### src/rtl/sdf_pkg.sv
package sdf_pkg;
  localparam int unsigned SYNC_DEPTH = 2;
  typedef enum logic [1:0] {
    UPD_NONE  = 2'd0,
    UPD_NOW   = 2'd1,
    UPD_DEFER = 2'd2,
    UPD_DROP  = 2'd3
  } upd_kind_e;
endpackage

### src/rtl/sdf_sync.sv
module sdf_sync #(
  parameter int unsigned W = 1,
  parameter int unsigned DEPTH = 2,
  parameter logic [W-1:0] RST_VAL = '0
) (
  input  logic         clk,
  input  logic         rst,
  input  logic [W-1:0] d,
  output logic [W-1:0] q,
  output logic [W-1:0] q_prev
);
  logic [W-1:0] stage [DEPTH];

  always_ff @(posedge clk) begin
    if (rst) begin
      for (int i = 0; i < DEPTH; i++) stage[i] <= RST_VAL;
      q_prev <= RST_VAL;
    end else begin
      stage[0] <= d;
      for (int i = 1; i < DEPTH; i++) stage[i] <= stage[i-1];
      q_prev <= stage[DEPTH-1];
    end
  end

  assign q = stage[DEPTH-1];
endmodule

### src/rtl/sdf_shifter.sv
module sdf_shifter
  import sdf_pkg::*;
#(
  parameter int unsigned WORD_W = 16
) (
  input  logic              clk,
  input  logic              rst,
  input  logic              bit_in,
  input  logic              bit_strobe,
  input  logic              frame_open,
  input  logic              frame_start,
  input  logic              frame_end,
  input  logic              direct_mode,
  output upd_kind_e         kind,
  output logic [WORD_W-1:0] word
);
  localparam int unsigned CNT_W = $clog2(WORD_W + 2);
  localparam logic [CNT_W-1:0] CNT_FULL = CNT_W'(WORD_W);
  localparam logic [CNT_W-1:0] CNT_OVER = CNT_W'(WORD_W + 1);

  logic [CNT_W-1:0]  cnt;
  logic [WORD_W-1:0] sreg;

  always_ff @(posedge clk) begin
    if (rst) begin
      cnt  <= '0;
      sreg <= '0;
    end else if (frame_start) begin
      cnt <= '0;
    end else if (frame_open && bit_strobe) begin
      sreg <= {sreg[WORD_W-2:0], bit_in};
      if (cnt != CNT_OVER) cnt <= cnt + 1'b1;
    end
  end

  always_comb begin
    kind = UPD_NONE;
    if (frame_end) begin
      if (cnt != CNT_FULL)  kind = UPD_DROP;
      else if (direct_mode) kind = UPD_NOW;
      else                  kind = UPD_DEFER;
    end
  end

  assign word = sreg;
endmodule

### src/rtl/sdf_latch.sv
module sdf_latch
  import sdf_pkg::*;
#(
  parameter int unsigned WORD_W = 16
) (
  input  logic              clk,
  input  logic              rst,
  input  upd_kind_e         kind,
  input  logic [WORD_W-1:0] word,
  input  logic              strobe_fall,
  output logic [WORD_W-1:0] code,
  output logic              err
);
  logic              pend;
  logic [WORD_W-1:0] pend_word;

  always_ff @(posedge clk) begin
    if (rst) begin
      code      <= '0;
      pend      <= 1'b0;
      pend_word <= '0;
      err       <= 1'b0;
    end else begin
      unique case (kind)
        UPD_NOW: begin
          code <= word;
          pend <= 1'b0;
        end
        UPD_DEFER: begin
          pend_word <= word;
          pend      <= 1'b1;
        end
        UPD_DROP: err <= 1'b1;
        default: begin
          if (strobe_fall && pend) begin
            code <= pend_word;
            pend <= 1'b0;
          end
        end
      endcase
    end
  end
endmodule

### src/rtl/sdf_decode.sv
module sdf_decode #(
  parameter int unsigned WORD_W = 16,
  parameter int unsigned SEG_BITS = 4
) (
  input  logic                         clk,
  input  logic                         rst,
  input  logic [WORD_W-1:0]            code,
  output logic [(1<<SEG_BITS)-2:0]     seg_en,
  output logic [WORD_W-SEG_BITS-1:0]   ladder_sw
);
  localparam int unsigned SEG_N = (1 << SEG_BITS) - 1;
  localparam int unsigned LAD_W = WORD_W - SEG_BITS;

  logic [SEG_BITS-1:0] top;
  logic [SEG_N-1:0]    therm;

  assign top = code[WORD_W-1:LAD_W];

  for (genvar k = 1; k <= SEG_N; k++) begin : g_seg
    assign therm[k-1] = (top >= SEG_BITS'(k));
  end

  always_ff @(posedge clk) begin
    if (rst) begin
      seg_en    <= '0;
      ladder_sw <= '0;
    end else begin
      seg_en    <= therm;
      ladder_sw <= code[LAD_W-1:0];
    end
  end
endmodule

### src/rtl/ser_dac_front.sv
module ser_dac_front
  import sdf_pkg::*;
#(
  parameter int unsigned WORD_W = 16,
  parameter int unsigned SEG_BITS = 4
) (
  input  logic                        clk,
  input  logic                        rst,
  input  logic                        ser_clk,
  input  logic                        ser_din,
  input  logic                        frame_n,
  input  logic                        load_n,
  output logic [WORD_W-1:0]           code_q,
  output logic [(1<<SEG_BITS)-2:0]    seg_en,
  output logic [WORD_W-SEG_BITS-1:0]  ladder_sw,
  output logic                        frame_err
);
  localparam int unsigned PINS = 4;
  localparam logic [PINS-1:0] PIN_IDLE = 4'b1100;

  logic [PINS-1:0] pin_now, pin_prev;
  logic s_sck, s_din, s_frm, s_ld;
  logic p_sck, p_frm, p_ld;
  logic sck_rise, f_fall, f_rise, l_fall_hi;
  upd_kind_e kind;
  logic [WORD_W-1:0] word;

  sdf_sync #(.W(PINS), .DEPTH(SYNC_DEPTH), .RST_VAL(PIN_IDLE)) u_sync (
    .clk(clk), .rst(rst),
    .d({load_n, frame_n, ser_din, ser_clk}),
    .q(pin_now), .q_prev(pin_prev)
  );

  assign {s_ld, s_frm, s_din, s_sck} = pin_now;
  assign p_sck = pin_prev[0];
  assign p_frm = pin_prev[2];
  assign p_ld  = pin_prev[3];

  assign sck_rise  = s_sck & ~p_sck;
  assign f_fall    = ~s_frm & p_frm;
  assign f_rise    = s_frm & ~p_frm;
  assign l_fall_hi = ~s_ld & p_ld & s_frm & p_frm;

  sdf_shifter #(.WORD_W(WORD_W)) u_shift (
    .clk(clk), .rst(rst),
    .bit_in(s_din), .bit_strobe(sck_rise),
    .frame_open(~s_frm), .frame_start(f_fall), .frame_end(f_rise),
    .direct_mode(~s_ld),
    .kind(kind), .word(word)
  );

  sdf_latch #(.WORD_W(WORD_W)) u_latch (
    .clk(clk), .rst(rst),
    .kind(kind), .word(word), .strobe_fall(l_fall_hi),
    .code(code_q), .err(frame_err)
  );

  sdf_decode #(.WORD_W(WORD_W), .SEG_BITS(SEG_BITS)) u_dec (
    .clk(clk), .rst(rst),
    .code(code_q), .seg_en(seg_en), .ladder_sw(ladder_sw)
  );
endmodule

### config.mk
export PLATFORM = sky130hd
export DESIGN_NAME = ser_dac_front
export DESIGN_NICKNAME = d
export VERILOG_FILES = /design/src/rtl/sdf_pkg.sv /design/src/rtl/sdf_sync.sv /design/src/rtl/sdf_shifter.sv /design/src/rtl/sdf_latch.sv /design/src/rtl/sdf_decode.sv /design/src/rtl/ser_dac_front.sv
export SDC_FILE = /design/constraint.sdc
export NUM_CORES = 1
export LEC_CHECK = 0
export CAP_MARGIN = 20
export CORE_ASPECT_RATIO = 1.25
export CORE_MARGIN = 1.5
export CORE_UTILIZATION = 53
export DETAILED_ROUTE_END_ITERATION = 10
export PLACE_DENSITY = 0.85
export SLEW_MARGIN = 20
export SYNTH_ARGS = -nofsm -noshare
export SYNTH_HDL_FRONTEND = slang
export SYNTH_HIERARCHICAL = 1
export SYNTH_SLANG_ARGS = --single-unit
### constraint.sdc
create_clock -name clk -period 2 [get_ports clk]
set_input_delay 0.4 -clock clk [delete_from_list [all_inputs] [get_ports clk]]
set_output_delay 0.4 -clock clk [all_outputs]
set_load 0.1 [all_outputs]
==> Word level (Yosys, flattened, before mapping) <==
Memory sizes are Yosys's and may differ from the RTL's.
Index checks and enable logic that the tools add are counted.
{ "classes": {"n_addsub": 1, "n_lt_le_gt_ge": 15, "n_eq_ne": 5, "n_mux": 12, "bitwise_logic": 15, "reduce_logical": 10} }
{ "op_table": {"columns": ["cell", "n"], "rows": [
  ["$ge A4 B4 Y1 const B", 8],
  ["$pmux W16 S2", 1],
  ["$ge A4 B3 Y1 const B", 4],
  ["$mux W16", 1],
  ["$ne A5 B5 Y1 const B", 2],
  ["$ge A4 B2 Y1 const B", 2],
  ["$mux W4", 2],
  ["$reduce_and A2 Y1", 4],
  ["$not A1 Y1", 7],
  ["$and A1 B1 Y1", 6],
  ["$mux W2", 3],
  ["$add A5 B1 Y5 const B", 1],
  ["$eq A2 B2 Y1 const B", 2],
  ["$ge A4 B1 Y1 const B", 1],
  ["$mux W1", 4],
  ["$reduce_or A2 Y1", 2],
  ["$pmux W1 S3", 1],
  ["$reduce_bool A3 Y1", 1],
  ["$eq A2 B1 Y1 const B", 1],
  ["$logic_and A1 B1 Y1", 2],
  ["$or A1 B1 Y1", 2],
  ["$reduce_bool A2 Y1", 1]
]} }
{ "word_totals": {"reg_bits": 86, "ramBits": 8, "in_bits": 6, "output_inout_bits": 44, "word_cells": 68, "n_memories": 1} }
{ "memory_table": {"columns": ["memory", "depth", "word_bits", "read_ports", "rd_clocked_by_memory_dff", "write_ports", "line", "text"], "rows": [
  ["u_sync.stage", 2, 4, 2, 0, 2, "sdf_sync.sv:12", "logic [W-1:0] stage [DEPTH];"]
]} }

==> Depth between registers and ports, before layout <==
Gate-level depths: netlist of run 1.
{ "depth": {"ltp_word": 7, "depth_mapped": 9, "mapped_depth_nobuf": 7} }

==> Cells and area by module <==
Netlist of run 1, hierarchy kept.
{ "modules_own_cells": {"columns": ["mod", "instances", "cells_per_inst", "area_per_inst_um2", "seq_area_each_um2"], "rows": [
  ["sdf_latch", 1, 155, 1453.9, 680.7],
  ["sdf_shifter", 1, 108, 878.3, 420.4],
  ["sdf_decode", 1, 69, 768.2, 540.5],
  ["sdf_sync", 1, 29, 359.1, 240.2],
  ["ser_dac_front", 1, 6, 36.3, 0.0]
]} }

==> Least setup slack after synthesis of run 1 <==
Ideal clock, no wire load.
{ "synth_path": {"kind": "reg2reg", "from": "reg u_shift.cnt[0]", "to": "reg u_latch.code[10]", "setup_time_ns": 0.148, "arrival_ns": 1.565, "t_required_ns": 1.852, "path_slack_ns": 0.287, "stages_incl_launch_ff": 10, "n_path_buf": 2, "synth_period_minus_slack_ns": 1.713, "cell_sequence": "dfxtp_1 -> inv_1 -> ha_1 -> nand3b_1 -> o21a_1 -> nand2b_1 -> buf_6 -> buf_12 -> mux2i_1 -> a221oi_2"} }
{ "synth_via": {"elab_chain_cells": 7, "word_cells_on_any_way": 11, "classes_between": "eq/ne: 4; mux: 3; bitwise: 1; reduce/logical: 3"} }
{ "synth_lines": {"columns": ["element", "line", "text"], "rows": [
  ["from (decl)", "sdf_shifter.sv:21", "logic [CNT_W-1:0] cnt;"],
  ["from (signal assigned)", "sdf_shifter.sv:32", "if (cnt != CNT_OVER) cnt <= cnt + 1'b1;"],
  ["$ne A5 B5 Y1 (*)", "sdf_shifter.sv:39", "if (cnt != CNT_FULL) kind = UPD_DROP;"],
  ["$mux W2 (*)", "sdf_shifter.sv:39", null],
  ["$mux W2 (*)", "sdf_shifter.sv:38", "if (frame_end) begin"],
  ["net kind[1]", "ser_dac_front.sv:25", "upd_kind_e kind;"],
  ["$eq A2 B2 Y1", "sdf_latch.sv:24", "unique case (kind)"],
  ["$reduce_or A2 Y1 (no source line)", null, null],
  ["$not A1 Y1 (no source line)", null, null],
  ["$reduce_and A2 Y1 (no source line)", null, null],
  ["to (signal assigned)", "sdf_latch.sv:26", "code <= word;"],
  ["to (signal assigned)", "sdf_latch.sv:36", "code <= pend_word;"],
  ["to (decl)", "sdf_latch.sv:11", "output logic [WORD_W-1:0] code,"]
]} }
Mark *: on every way through the listed nets, which the timed path passes. The rest lies on a longest branch.
A chain may end at the register's enable or synchronous reset.

==> Worst setup path in the final report of run 1 <==
{ "layout_path": {"from": "reg u_shift.cnt[0]", "to": "reg u_latch.code[2]"} }
The elaborated chain is that of the path after synthesis.

==> out/results.tsv, run 1 <==
metric	value	unit
slowest_stage	dfxtp_1	
htree_num_levels	3	
drive_gt1_share	20.54	%
final_nets	413	
post_cts_buffers	0	
fmax	545.0	MHz
hold-path-cell-count	1	
core_region_area	0.006246	mm²
hold_start	u_sync/stage[0][3]$_SDFF_PP1_	
ant_nets	0	
reg2reg_slack	170	ps
fp.dieW	75.36	µm
die-area	0.007042	mm²
fp.dieH	93.45	µm
gp_congestion	0.7648	
wl_per_cell	13.44	µm
syn-cell-area	0.003468	mm²
clk_latency	350	ps
worstSetupPathType	reg -> reg	
peakVddDrop	479.7	µV
drc	0	
max_cap_violations	0	
outcome	finished clean	
syn_nets	374	
cp_max_fo	16	
r2r_cells	8	
wl_met1	2.769	mm
max_stage_delay	420	ps
slew_headroom	64.10	%
hold_viol	0	
grt_max_degree	43	
wl_met3	351	µm
finalSetupTns	0	ps
critPathCaptureType	flip-flop	
place_area	0.003876	mm²
syn_area_per_cell	9.502	µm²
insertedDiodeCount	0	
cts_tree	built	
min_period_over_period	91.74	%
grt_usage	19.83	%
clkTransAtPathRegs	90	ps
min_to	u_sync/stage[0][7]$_SDFF_PP1_	
rsz0062_at_grt	no	
rows	32	
cts_buffers	9	
period_needed	1835	ps
grt_pass1_wl	10.92	mm
tightest_slew	538.5	ps
drt-total-wl	6.639	mm
cp-start-kind	flip-flop	
overflow	0	
top_layer_used	met4	
final_core_util	65.02	%
synthCells	365	
cts_num_sinks	93	
yosys_warnings	6	
viasPerCell	5.304	
ctsHoldBuffers	0	
critPathArrivalTime	2090	ps
r2r_end	u_latch/code[2]$_SDFFE_PP0P_	
dr.pass1.iters	4	
drv_slew	0	
final_common_cell	dfxtp_1	
setup_violations	0	
antenna_found_initial	0	
p_leak	1.629	nW
hold_class	reg -> reg	
clock_path_buffers	2	
portBuffers	49	
vias	2620	
fin_worst_skew	13.95	ps
io_pins	50	
place_inst	478	
path_cells	inv_1 -> ha_1 -> nand3b_1 -> o21a_1 -> nand2b_1 -> buf_12 -> mux2i_1 -> a221oi_1	
grt_pass1_vias	2430	
drt_iter0_drc	171	
cp.required	2250	ps
p_per_area	832.4	mW/mm²
fin_area	0.004061	mm²
dp_hpwl	4.388	mm
final_cell_mix	dfxtp_1 (93), nand2_1 (69), buf_4 (46)	
fin_cells	494	
reg2reg_from	u_shift/cnt[0]$_SDFFE_PP0P_	
routed-wl-met2	3.433	mm
cts_root_buf	clkbuf_8	
start_util	55.53	%
syn2layout_area_growth	17.10	%
total_power	3.381	mW
[worst max path at each step]
stage | end | slack, ps | start
finish | u_latch/code[2]$_SDFFE_PP0P_ | 170 | u_shift/cnt[0]$_SDFFE_PP0P_
detailed placement | u_latch/pend_word[3]$_SDFFE_PP0N_ | 150 | u_shift/cnt[0]$_SDFFE_PP0P_
floorplan | u_latch/code[10]$_SDFFE_PP0P_ | 290 | u_shift/cnt[0]$_SDFFE_PP0P_
global route | u_latch/code[2]$_SDFFE_PP0P_ | 10 | u_shift/cnt[0]$_SDFFE_PP0P_
global placement | u_latch/code[1]$_SDFFE_PP0P_ | 230 | u_shift/cnt[0]$_SDFFE_PP0P_
CTS | u_latch/pend_word[3]$_SDFFE_PP0N_ | 80 | u_shift/cnt[0]$_SDFFE_PP0P_
[stage by stage]
step                hold slack (ps)  worst slack (ps)
finish                        416.7             165.1
global route                  449.6             13.25
CTS                           418.5             78.16
floorplan                     383.2             287.0
global placement              388.2             231.8
detailed placement            397.9             147.6
[power by group]
part | total, mW | switching, mW | internal [mW]
sequential | 1.91 | 0.0219 | 1.88
combinational | 0.341 | 0.254 | 0.0868
clock | 1.13 | 0.643 | 0.492
total | 3.38 | 0.919 | 2.46
[flip-flops by register name (all words and copies together) (netlist names)]
signal	cells
u_shift/cnt	5
u_latch/code	16
u_latch/pend_word	16
u_shift/word	16
u_latch/pend	1
u_latch/err	1
u_dec/ladder_sw	12
u_dec/seg_en	15
u_sync/q_prev	3
u_sync/stage	8
[timing repair]
item,in CTS,in global routing
endpoints found under the setup margin,0,3
gates resized for setup,0,1
hold endpoints to repair,0,0
[cell type report]
class / count / area, µm²
inverter: 7 / 26.28
multi-input combinational: 237 / 1393
sequential: 93 / 1862
clock inverter: 6 / 46.29
fill: 493 / 2185
timing repair buffer: 56 / 490.5
clock buffer: 10 / 137.6
tap: 85 / 106.4
[layer usage]
metal / up-vias / global-route usage (%)
li1: 1292 / -
met1: 1235 / 23.51
met2: 83 / 34.43
met3: 10 / 4.203
met4: 0 / 7.143
met5: - / 0
[critical path: cells and delay by family (launching register included)]
kind | cells | cell delay, ps
adders and majority gates | 1 | 190
buffers and inverters | 2 | 250
DFF | 1 | 420
and+or+nand+nor | 2 | 280
AOI/OAI and AO/OA | 2 | 520
muxes | 1 | 90
Note: power is estimated with default switching activity, not from simulation.
==> inputs of run 2 (changes only) <==
Settings changed: CORE_UTILIZATION 53 to 56, CTS_BUF_LIST set to sky130_fd_sc_hd__clkbuf_4, PLACE_DENSITY 0.85 to 0.89, RECOVER_POWER set to 100.
==> run 2 against run 1 <==
  * Clock skew up 1.9 ps
  * Utilization down 0.15 points
  * Sequential cell count unchanged
  * Total power down 8.4%
  * Non-clock buffer count up 1
  * Largest power group unchanged
==> out/results.tsv, run 2 (synthesized netlist as in run 1, its figures left out) <==
metric	value	unit	change
hold-path-cell-count	1		unchanged
drt_iter0_drc	151		-12%
fp.dieH	90.99	µm	-2.6%
htree_num_levels	3		unchanged
place_ws	132.0	ps	-15.59 ps
final_common_cell	dfxtp_1		
grt_max_degree	31		-28%
clock_path_buffers	2		unchanged
antenna_found_initial	0		unchanged
clkTransAtPathRegs	140	ps	+50 ps
clk_latency	430	ps	+80 ps
cts_root_buf	clkbuf_4		
drt-total-wl	6.196	mm	-6.7%
fmax	542.7	MHz	-0.42%
nFillCells	507		+2.8%
drc	0		unchanged
start_util	58.83	%	+3.3 points
reg2reg_from	u_shift/cnt[1]$_SDFFE_PP0P_		
hold_ws	423.3	ps	+6.523 ps
min_to	u_sync/stage[0][7]$_SDFF_PP1_		
final_cell_mix	dfxtp_1 (92), nand2_1 (69), clkbuf_2 (45)		
total_power	3.096	mW	-8.4%
cts_resized	0		unchanged
core_region_area	0.005896	mm²	-5.6%
cts_buffers	9		unchanged
hold_start	u_sync/stage[0][3]$_SDFF_PP1_		
max_cap_violations	0		unchanged
fin_worst_skew	15.80	ps	+1.854 ps
critical_path.top_delay_family	compound AO/OA/AOI/OAI gates		
finalSetupTns	0	ps	unchanged
vias	2567		-2.0%
layout_setup_ws	157.4	ps	-7.678 ps
wl_per_cell	12.59	µm	-6.3%
drv_slew	0		unchanged
r2r_cells	8		unchanged
outcome	finished clean		
portBuffers	49		unchanged
dp_hpwl	4.489	mm	+2.3%
grt_pass1_wl	10.38	mm	-5.0%
io_pins	50		unchanged
slew_headroom	23.21	%	-41 points
p_per_area	809.3	mW/mm²	-2.8%
min_period_over_period	92.13	%	+0.38 points
period_needed	1843	ps	+7.678 ps
peakVddDrop	477.5	µV	-0.45%
gp_congestion	0.7712		+0.84%
insertedDiodeCount	0		unchanged
rsz0062_at_grt	no		
viasPerCell	5.217		-1.6%
cp_max_fo	16		unchanged
cp-start-kind	flip-flop		
fin_area	0.003825	mm²	-5.8%
max_stage_delay	390	ps	-30 ps
dr.pass1.iters	4		unchanged
ctsHoldBuffers	0		unchanged
drive_gt1_share	19.51	%	-1.0 points
slowest_stage	dfxtp_1		
critPathBufInv	2		unchanged
path_cells	inv_1 -> ha_1 -> nand3b_1 -> o21a_1 -> nand2b_1 -> buf_12 -> mux2i_1 -> a221oi_2		
fp.dieW	73.39	µm	-2.6%
p_leak	1.551	nW	-4.8%
grt_usage	19.91	%	+0.081 points
area.sequential	0.001863	mm²	about the same
multiInputGateArea	0.001383	mm²	-0.72%
critPathArrivalTime	2180	ps	+90 ps
place_area	0.003867	mm²	-0.23%
hold_class	reg -> reg		
ant_nets	0		unchanged
grt_pass1_vias	2382		-2.0%
syn2layout_area_growth	10.28	%	
post_cts_buffers	0		unchanged
r2r_end	u_latch/code[9]$_SDFFE_PP0P_		
rows	31		-3.1%
final_nets	414		+0.24%
worstSetupPathType	reg -> reg		
reg2reg_slack	160	ps	about the same
setup_violations	0		unchanged
die-area	0.006677	mm²	-5.2%
tightest_slew	1152	ps	+613.4 ps
overflow	0		unchanged
cp.required	2340	ps	+90 ps
cts_num_sinks	93		unchanged
cts_tree	built		
hold_viol	0		unchanged
critPathCaptureType	flip-flop		
## run 2: worst max path at each step
stage | startpoint | endpoint | slack [ps] | cells past startpoint
finish | u_shift/cnt[1]$_SDFFE_PP0P_ | u_latch/code[9]$_SDFFE_PP0P_ | 160 | 8
global route | u_shift/cnt[1]$_SDFFE_PP0P_ | u_latch/code[4]$_SDFFE_PP0P_ | 10 | 8
CTS | u_shift/cnt[0]$_SDFFE_PP0P_ | u_latch/code[9]$_SDFFE_PP0P_ | 100 | 8
detailed placement | u_shift/cnt[0]$_SDFFE_PP0P_ | u_latch/code[9]$_SDFFE_PP0P_ | 130 | 8
floorplan | u_shift/cnt[0]$_SDFFE_PP0P_ | u_latch/code[10]$_SDFFE_PP0P_ | 290 | 9
global placement | u_shift/cnt[0]$_SDFFE_PP0P_ | u_latch/code[4]$_SDFFE_PP0P_ | 220 | 8
## run 2: area by class of cell
cell class	count	area share [%]
clock buffers	9	1.766
clock inverters	7	1.341
inverters	7	0.6869
multi-input cells	237	36.15
flip-flops and latches	93	48.71
well taps	82	2.682
repair buffers	57	8.669
## run 2: worst register-to-register path, stage by stage, from the launching register on
cell      delay (ps)
dfxtp_1          390
inv_1             70
ha_1             180
nand3b_1         110
o21a_1           220
nand2b_1         180
buf_12           180
mux2i_1          120
a221oi_2         310
## run 2: power breakdown
part	internal, mW	total (mW)	switching, mW
sequential	1.89	1.91	0.0195
clock	0.260	0.874	0.614
combinational	0.0639	0.316	0.252
total	2.21	3.10	0.885
## run 2: per-stage QoR
stage          instances  util, %
6_report             492    64.88
5_1_grt              492    64.88
4_1_cts              492    67.61
3_5_place_dp         476    65.60
3_3_place_gp         476    65.60
2_1_floorplan        365        -
## run 2: metal layers
metal	track usage, %	vias up	wire [µm]
li1	-	1306	-
met1	21.73	1203	2619
met2	35.00	54	3349
met3	4.329	4	185
met4	10.49	0	41
met5	0	-	0
